--- config.mk ---
export PLATFORM = sky130hd
export DESIGN_NAME = gamma_pwl
export DESIGN_NICKNAME = d
export VERILOG_FILES = /design/src/rtl/gamma_pkg.sv /design/src/rtl/gamma_bank_regs.sv /design/src/rtl/gamma_seg_find.sv /design/src/rtl/gamma_lerp.sv /design/src/rtl/gamma_pwl.sv
export SDC_FILE = /design/constraint.sdc
export NUM_CORES = 1
export LEC_CHECK = 0
export BUFFER_PORTS_ARGS = -buffer_cell sky130_fd_sc_hd__buf_2
export CAP_MARGIN = 20
export CORE_MARGIN = 8
export CORE_UTILIZATION = 30
export DETAILED_ROUTE_END_ITERATION = 8
export GPL_TIMING_DRIVEN = 0
export HOLD_SLACK_MARGIN = 0.1
export REMOVE_ABC_BUFFERS = 1
export SYNTH_ARGS = -nofsm -noshare
export SYNTH_HDL_FRONTEND = slang
export SYNTH_SLANG_ARGS = --single-unit
--- constraint.sdc ---
create_clock -name clk_i -period 10.07 [get_ports clk_i]
set_clock_uncertainty 0.15 [all_clocks]
set_input_delay 1.5105 -clock clk_i [delete_from_list [all_inputs] [get_ports clk_i]]
set_output_delay 1.5105 -clock clk_i [all_outputs]
set_load 0.01 [all_outputs]
--- src/rtl/gamma_pkg.sv ---
package gamma_pkg;
  localparam int DW     = 8;
  localparam int NPROG  = 10;
  localparam int NKNOT  = NPROG + 4;
  localparam int IW     = $clog2(NPROG);
  localparam int DXW    = 6;
  localparam int SHW    = 3;

  // input code of knot j; knots 2..11 are programmable
  function automatic int knot_pos(input int j);
    case (j)
      0: return 0;    1: return 16;   2: return 24;   3: return 32;
      4: return 48;   5: return 64;   6: return 80;   7: return 96;
      8: return 128;  9: return 160;  10: return 192; 11: return 224;
      12: return 240;
      default: return 255;
    endcase
  endfunction

  function automatic int seg_log2(input int j);
    return $clog2(knot_pos(j + 1) - knot_pos(j));
  endfunction
endpackage

--- src/rtl/gamma_bank_regs.sv ---
module gamma_bank_regs
  import gamma_pkg::*;
(
  input  logic                      clk_i,
  input  logic                      rst_ni,
  input  logic                      wr_en_i,
  input  logic                      wr_bank_i,
  input  logic [IW-1:0]             wr_idx_i,
  input  logic [DW-1:0]             wr_data_i,
  input  logic                      commit_i,
  input  logic                      sel_i,
  output logic [NPROG-1:0][DW-1:0]  pts_o
);
  logic [1:0][NPROG-1:0][DW-1:0] shd_q, act_q;

  always_ff @(posedge clk_i or negedge rst_ni) begin
    if (!rst_ni) begin
      for (int b = 0; b < 2; b++)
        for (int k = 0; k < NPROG; k++) begin
          shd_q[b][k] <= DW'(knot_pos(k + 2));
          act_q[b][k] <= DW'(knot_pos(k + 2));
        end
    end else begin
      // commit sees the shadow as it was before this edge's write
      if (commit_i) act_q <= shd_q;
      if (wr_en_i && (int'(wr_idx_i) < NPROG))
        shd_q[wr_bank_i][wr_idx_i] <= wr_data_i;
    end
  end

  assign pts_o = act_q[sel_i];
endmodule

--- src/rtl/gamma_seg_find.sv ---
module gamma_seg_find
  import gamma_pkg::*;
(
  input  logic [DW-1:0]             x_i,
  input  logic                      en_i,
  input  logic [NPROG-1:0][DW-1:0]  pts_i,
  output logic                      pass_o,
  output logic [DXW-1:0]            dx_o,
  output logic [DW-1:0]             y0_o,
  output logic [DW-1:0]             y1_o,
  output logic [SHW-1:0]            sh_o
);
  logic [NKNOT-1:0][DW-1:0] ky;
  logic [3:0]               seg;
  logic [DW-1:0]            base;

  for (genvar j = 0; j < NKNOT; j++) begin : g_knot
    if (j >= 2 && j < NPROG + 2) begin : g_prog
      assign ky[j] = pts_i[j-2];
    end else begin : g_fix
      assign ky[j] = DW'(knot_pos(j));
    end
  end

  always_comb begin
    seg  = '0;
    base = '0;
    sh_o = '0;
    for (int j = 1; j <= NKNOT - 2; j++) begin
      if (int'(x_i) >= knot_pos(j)) begin
        seg  = 4'(j);
        base = DW'(knot_pos(j));
        sh_o = SHW'(seg_log2(j));
      end
    end
  end

  assign pass_o = !en_i || (seg == 4'd0) || (seg == 4'(NKNOT - 2));
  assign dx_o   = DXW'(x_i - base);
  assign y0_o   = ky[seg];
  assign y1_o   = ky[seg + 4'd1];
endmodule

--- src/rtl/gamma_lerp.sv ---
module gamma_lerp
  import gamma_pkg::*;
(
  input  logic            pass_i,
  input  logic [DW-1:0]   x_i,
  input  logic [DXW-1:0]  dx_i,
  input  logic [DW-1:0]   y0_i,
  input  logic [DW-1:0]   y1_i,
  input  logic [SHW-1:0]  sh_i,
  output logic [DW-1:0]   y_o
);
  logic signed [DW:0]  d;
  logic signed [15:0]  dxs, ds, prod, q, sum;

  assign d    = $signed({1'b0, y1_i}) - $signed({1'b0, y0_i});
  assign dxs  = $signed({{(16-DXW){1'b0}}, dx_i});
  assign ds   = $signed({{(15-DW){d[DW]}}, d});
  assign prod = dxs * ds;
  assign q    = prod >>> sh_i;   // arithmetic shift floors
  assign sum  = $signed({{(16-DW){1'b0}}, y0_i}) + q;
  assign y_o  = pass_i ? x_i : sum[DW-1:0];
endmodule

--- src/rtl/gamma_pwl.sv ---
module gamma_pwl
  import gamma_pkg::*;
(
  input  logic            clk_i,
  input  logic            rst_ni,
  input  logic            en_i,
  input  logic            sel_i,
  input  logic            field_strobe_i,
  input  logic            wr_en_i,
  input  logic            wr_bank_i,
  input  logic [IW-1:0]   wr_idx_i,
  input  logic [DW-1:0]   wr_data_i,
  input  logic            valid_i,
  output logic            ready_o,
  input  logic [DW-1:0]   data_i,
  output logic            valid_o,
  input  logic            ready_i,
  output logic [DW-1:0]   data_o
);
  logic [NPROG-1:0][DW-1:0] pts;
  logic                     adv;

  logic            f_pass;
  logic [DXW-1:0]  f_dx;
  logic [DW-1:0]   f_y0, f_y1;
  logic [SHW-1:0]  f_sh;

  logic            s1_v, s1_pass;
  logic [DW-1:0]   s1_x, s1_y0, s1_y1;
  logic [DXW-1:0]  s1_dx;
  logic [SHW-1:0]  s1_sh;
  logic [DW-1:0]   l_y;

  logic            out_v;
  logic [DW-1:0]   out_d;

  gamma_bank_regs u_regs (
    .clk_i, .rst_ni, .wr_en_i, .wr_bank_i, .wr_idx_i, .wr_data_i,
    .commit_i(field_strobe_i), .sel_i, .pts_o(pts)
  );

  gamma_seg_find u_find (
    .x_i(data_i), .en_i, .pts_i(pts), .pass_o(f_pass), .dx_o(f_dx),
    .y0_o(f_y0), .y1_o(f_y1), .sh_o(f_sh)
  );

  gamma_lerp u_lerp (
    .pass_i(s1_pass), .x_i(s1_x), .dx_i(s1_dx), .y0_i(s1_y0),
    .y1_i(s1_y1), .sh_i(s1_sh), .y_o(l_y)
  );

  assign adv     = ready_i || !out_v;
  assign ready_o = adv;

  always_ff @(posedge clk_i or negedge rst_ni) begin
    if (!rst_ni) begin
      s1_v    <= 1'b0;
      s1_pass <= 1'b1;
      s1_x    <= '0;
      s1_dx   <= '0;
      s1_y0   <= '0;
      s1_y1   <= '0;
      s1_sh   <= '0;
      out_v   <= 1'b0;
      out_d   <= '0;
    end else if (adv) begin
      s1_v  <= valid_i;
      out_v <= s1_v;
      if (valid_i) begin
        s1_pass <= f_pass;
        s1_x    <= data_i;
        s1_dx   <= f_dx;
        s1_y0   <= f_y0;
        s1_y1   <= f_y1;
        s1_sh   <= f_sh;
      end
      if (s1_v) out_d <= l_y;
    end
  end

  assign valid_o = out_v;
  assign data_o  = out_d;
endmodule

==> flow_summary.ini, run 1 <==
[setup_path]
cp_max_fo = 6
cp.required_ns = 10.40
startpoint_type = flip-flop
worstPathArrival_ns = 9.23
worst_r2r_path_depth = 32
end_kind = flip-flop
timing.critical_path.mode_cell = fa_1
slowest_delay_ns = 0.54
critPathSlowestCell = fa_1
path_class = reg2reg

[floorplan]
io_pins = 39
rows = 93
die_w_um = 271
die_area_um2 = 73300
die_y_um = 271
core_area_um2 = 64300
initial_utilization_pct = 30.3

[timing]
setup_viol = 0
fin_crit_sh_pct = 88.3
finalMaxSlewViolations = 0
rsz0062_at_grt = no
finalHoldViolations = 0
relSlewSlack_pct = 27.0
fmax_mhz = 112
min_period_ns = 8.89
tightest_slew_ns = 1.09
tns_ns = 0

[clock_network]
clock-sinks = 361
insertion_delay_ns = 0.55
clockBufferDepth = 3
post_cts_buffers = 0
cts_tree = built
cts_hold_buf = 0
cts-htree-levels = 2
clockRootBuffer = clkbuf_16
ctsResizeCount = 0
numCtsBuffers = 40
path_clk_slew_ns = 0.06

[grt]
grt_pass1_wl_um = 74200
grt.total_usage_pct = 12.6
grt_pass1_vias = 12800
grt_max_degree = 130
antenna_found_initial = 4
grt-ovfl-total = 0

[routing]
wl_per_cell_um = 19.4
drc = 0
vias = 12000
first_pass_iters = 5
ant_nets = 0
wirelength_um = 46400
via_per_inst = 5.03
first_iter_violations = 754

[outcome]
status = complete, no violations

[layout]
drive_gt1_share_pct = 39.6
final_area_um2 = 21900
fillCellCount = 6270
areaGrowthSynthToFinish_pct = 12.6
layout_common_cells = 336 x mux2_2, 288 x dfrtp_1, 88 x nand2_1
final_common_cell = mux2_2
final_nets = 1620

[synth]
synth_area_per_cell_um2 = 13.0
synth-seq-cells = 361
ys_seq_area_share_pct = 46.9
synthTopCellsByArea = dfrtp_1 37%, mux2_2 19%, dfstp_2 9.8%
synth_area_um2 = 19500
synthFlopType = dfrtp_1
synth_top_area_cell = dfrtp_1
yosysTopAreaCellShare_pct = 37.0
synth_edf_count = 0
yosys_warnings = 0
syn_inst = 1498
synth.distinct_cells = 69
async_flop_share_pct = 100

[placement]
placed_cell_area_um2 = 20700
hpwl_um = 32400
io_buffers = 38
gp_congestion = 0.786

[hold_path]
whs_path_depth = 2
min_path_type = reg2reg

[power]
vdd_drop_max_uv = 312
p_leak_uw = 0.00950
p_per_area_nw_per_um2 = 354

[run]
drv_cap = 0
-- state kept, by name, summed over array words and instances (netlist names) --
| signal | cells |
|---|---|
| s1_sh | 3 |
| s1_dx | 3 |
| s1_y0 | 8 |
| s1_x | 8 |
| s1_y1 | 8 |
| u_regs.act_q | 160 |
| s1_v | 1 |
| valid_o | 1 |
| u_regs.shd_q | 160 |
| data_o | 8 |
| s1_pass | 1 |
-- cell usage after synthesis (all sizes together) (2+ instances only) --
cell,n
nor2,41
fa,40
a2bb2oi,3
nor2b,17
a311oi,2
and2,30
xnor2,19
o21bai,4
xor2,7
mux4,68
nand3,11
o21a,7
nor4,3
a221oi,13
mux2i,41
or3,7
inv,81
o211ai,4
buf,19
o21ai,53
o22ai,15
a21oi,45
a31oi,2
ha,48
nand2b,6
dfrtp,288
nand2,89
a311o,4
clkbuf,69
a22oi,4
or2,2
a211oi,4
nor3,9
o221ai,3
a21boi,2
a21o,6
and3,2
mux2,336
o311ai,3
dfstp,73
o31ai,4
-- worst max-delay path: cells and delay by family (launching register included) --
kind / cells / cell delay [ns]
adders and majority gates: 8 / 3.18
AOI/OAI and AO/OA: 9 / 2.10
and+or+nand+nor: 8 / 1.23
muxes: 2 / 0.77
xor gates and xnor gates: 2 / 0.74
DFF: 1 / 0.42
buffers and inverters: 3 / 0.23
-- per-stage QoR --
| stage | hold WS [ns] | instances | util, % | power [uW] | setup WS, ns |
|---|---|---|---|---|---|
| 5_1_grt | 0.355 | 2392 | 34.1 | 8420 | 0.587 |
| 3_5_place_dp | 0.311 | 2316 | 32.1 | 6380 | 1.12 |
| 2_1_floorplan | 0.286 | 1410 | - | 5290 | 2.29 |
| 4_1_cts | 0.324 | 2389 | 34.1 | 7820 | 1.11 |
| 6_report | 0.322 | 2393 | 34.1 | 7750 | 1.18 |
| 3_3_place_gp | 0.296 | 2303 | 31.6 | 6260 | 0.649 |
-- cell families (layout without fill, tap and decap cells) --
| family | count (synthesis) | after routing | synth area share (%) |
|---|---|---|---|
| mux | 445 | 445 | 29.4 |
| compound gates | 187 | 187 | 6.25 |
| xor+xnor | 26 | 26 | 1.17 |
| fa+ha+maj | 88 | 88 | 7.20 |
| flops | 361 | 361 | 46.9 |
| buf+inv | 170 | 206 | 3.51 |
| other cells | 0 | 4 | 0 |
| simple gates | 221 | 221 | 5.60 |
-- final cells by class --
class                           instances  area [um2]  area share (%)
Multi-Input combinational cell        967        9710            44.3
Sequential cell                       361        9130            41.6
Clock buffer                           65        1180            5.40
Tap cell                              855        1070            4.88
Timing Repair Buffer                   51         460            2.10
Inverter                               82         308            1.40
Clock inverter                          8        60.1           0.274
Antenna cell                            4        10.0          0.0457
-- power by group --
part | internal [uW] | switching (uW)
Combinational | 2040 | 2300
Sequential | 1810 | 214
Clock | 806 | 585
Total | 4650 | 3100
-- per-layer routing --
metal	share of wire [%]	GRT usage (%)
met5	0.028	0
met4	2.7	3.86
met3	4.5	2.20
met2	48	20.7
met1	45	16.7
-- worst paths after layout --
kind | from | endpoint | slack, ns
max | s1_y0[0]$_DFFE_PN0P_ | data_o[7]$_DFFE_PN0P_ | 1.18
min | data_o[3]$_DFFE_PN0P_ | data_o[3]$_DFFE_PN0P_ | 0.32
max reg2reg | s1_y0[0]$_DFFE_PN0P_ | data_o[7]$_DFFE_PN0P_ | 1.18
min reg2reg | data_o[3]$_DFFE_PN0P_ | data_o[3]$_DFFE_PN0P_ | 0.32
max in group asynchronous | rst_ni | u_regs.act_q[133]$_DFFE_PN0P_ | 7.75
min in group asynchronous | rst_ni | u_regs.act_q[2]$_DFFE_PN0P_ | 0.88
Power figures use the tool's default switching activity.
==> inputs of run 2 (changes only) <==
Settings changed: SYNTH_HIERARCHICAL set to 1.
==> run 2 against run 1 <==
  * Die area grew 2.3%
  * Sequential cell count increased by 3
  * Count of clock-buffer cells in the layout fell by 7
  * Final area rose by 1.2%
  * Global-route usage increased by 0.12 points
  * Register-to-register slack improved by 0.41 ns
  * Utilization down 0.39 points
  * Area after synthesis grew 2.5%
==> flow_summary.ini, run 2 <==
[routing]
wl_per_cell_um = 19.4
drc = 0
first_iter_violations = 808
via_per_inst = 4.98
wirelength_um = 47700
first_pass_iters = 5
vias = 12200
ant_nets = 0

[timing]
rsz0062_at_grt = no
holdWs_ns = 0.340
finalMaxSlewViolations = 0
finalHoldViolations = 0
tightest_slew_ns = 1.15
relSlewSlack_pct = 22.8
setup_viol = 0
tns_ns = 0
fin_crit_sh_pct = 84.2
fmax_mhz = 118
min_period_ns = 8.48

[floorplan]
die_w_um = 274
initial_utilization_pct = 30.3
die_area_um2 = 75000
core_area_um2 = 65900
die_y_um = 274
rows = 94
io_pins = 39

[setup_path]
end_kind = flip-flop
path_class = reg2reg
slowest_delay_ns = 0.55
worstPathArrival_ns = 8.76
timing.critical_path.mode_cell = fa_1
critPathSlowestCell = fa_1
cp_max_fo = 6
cp.required_ns = 10.35
startpoint_type = flip-flop

[clock_network]
clock-sinks = 364
ctsResizeCount = 0
cts-htree-levels = 2
clockBufferDepth = 3
insertion_delay_ns = 0.56
path_clk_slew_ns = 0.06
numCtsBuffers = 38
cts_tree = built
post_cts_buffers = 0
clockRootBuffer = clkbuf_16
cts_hold_buf = 0

[synth]
synth_area_um2 = 20000
yosysTopAreaCellShare_pct = 36.5
synth.most_common_cell = mux2_2
synth_area_per_cell_um2 = 12.8
synth.distinct_cells = 85
syn_inst = 1560
async_flop_share_pct = 100
synth_edf_count = 0
yosys_warnings = 6
synth_common_cells = 414 x mux2_2, 291 x dfrtp_1, 88 x inv_1
ys_seq_area_share_pct = 46.1
synthFlopType = dfrtp_1
synthTopCellsByArea = dfrtp_1 36%, mux2_2 23%, dfstp_2 9.6%
synth-seq-cells = 364
synth_top_area_cell = dfrtp_1

[run]
drv_cap = 0

[grt]
grt.total_usage_pct = 12.7
grt_max_degree = 118
antenna_found_initial = 6
grt_pass1_vias = 13100
grt_pass1_wl_um = 76000
grt-ovfl-total = 0

[layout]
drive_gt1_share_pct = 41.1
layout_common_cells = 414 x mux2_2, 291 x dfrtp_1, 88 x inv_1
reg_top3 = u_regs/act_q (160), u_regs/shd_q (160)
multi_input_area_um2 = 9950
final_common_cell = mux2_2
final-seq-area_um2 = 9200
final_core_util_pct = 33.7
final_nets = 1674
areaGrowthSynthToFinish_pct = 11.2
fillCellCount = 6480

[placement]
hpwl_um = 32600
gp_congestion = 0.863
io_buffers = 38

[hold_path]
min_path_type = reg2reg

[outcome]
status = complete, no violations
==> run 2: worst max-delay path: cells and delay by family, from the launching register on <==
family,cells,cell delay (ns)
xor gates and xnor gates,3,0.63
and+or+nand+nor,7,1.00
AOI/OAI and AO/OA,10,2.22
adders and majority gates,7,2.81
muxes,2,0.80
buffers and inverters,3,0.22
DFF,1,0.53
==> run 2: worst paths after layout <==
kind,start,end,slack (ns),cells past startpoint
max,s1_y0[1]$_DFFE_PN0P_,data_o[7]$_DFFE_PN0P_,1.59,32
min,u_regs/shd_q[112]$_DFFE_PN0P_,u_regs/shd_q[112]$_DFFE_PN0P_,0.34,1
max reg2reg,s1_y0[1]$_DFFE_PN0P_,data_o[7]$_DFFE_PN0P_,1.59,32
min reg2reg,u_regs/shd_q[112]$_DFFE_PN0P_,u_regs/shd_q[112]$_DFFE_PN0P_,0.34,1
max in group asynchronous,rst_ni,s1_y1[1]$_DFFE_PN0P_,7.63,3
min in group asynchronous,rst_ni,u_regs/act_q[131]$_DFFE_PN0P_,0.77,1
==> run 2: per-layer routing <==
metal	global-route usage, %	share of wire (%)	up-vias
met2	19.9	45	276
li1	-	-	5539
met4	3.56	2.4	2
met5	0	0.025	-
met1	17.6	47	6325
met3	2.69	5.7	79
==> run 2: metrics by stage <==
stage	setup WS (ns)	instance area, um2	cells
finish	1.59	22200	2454
global route	0.946	22200	2451
global placement	0.729	20800	2374
floorplan	2.50	19500	1472
CTS	1.56	22200	2449
detailed placement	1.57	20900	2380
==> run 2: layout make-up <==
class | count | share of cell area, %
well taps | 864 | 4.87
clock buffers | 58 | 4.99
inverters | 89 | 1.53
diodes | 5 | 0.0564
multi-input cells | 1019 | 44.9
repair buffers | 44 | 1.63
clock inverters | 11 | 0.575
flip-flops and latches | 364 | 41.5
==> run 2: cell families after synthesis <==
logic type / count (synthesis) / share of synthesized area, %
mux: 494 / 29.2
flops: 364 / 46.1
compound gates: 171 / 5.94
xor+xnor: 29 / 1.27
simple gates: 236 / 6.40
buf+inv: 177 / 4.02
fa+ha+maj: 89 / 7.09
Power of run 2 is left out: the tool's default activity adds up to more than one toggle a clock period on the data nets, which glitch-free logic cannot reach.
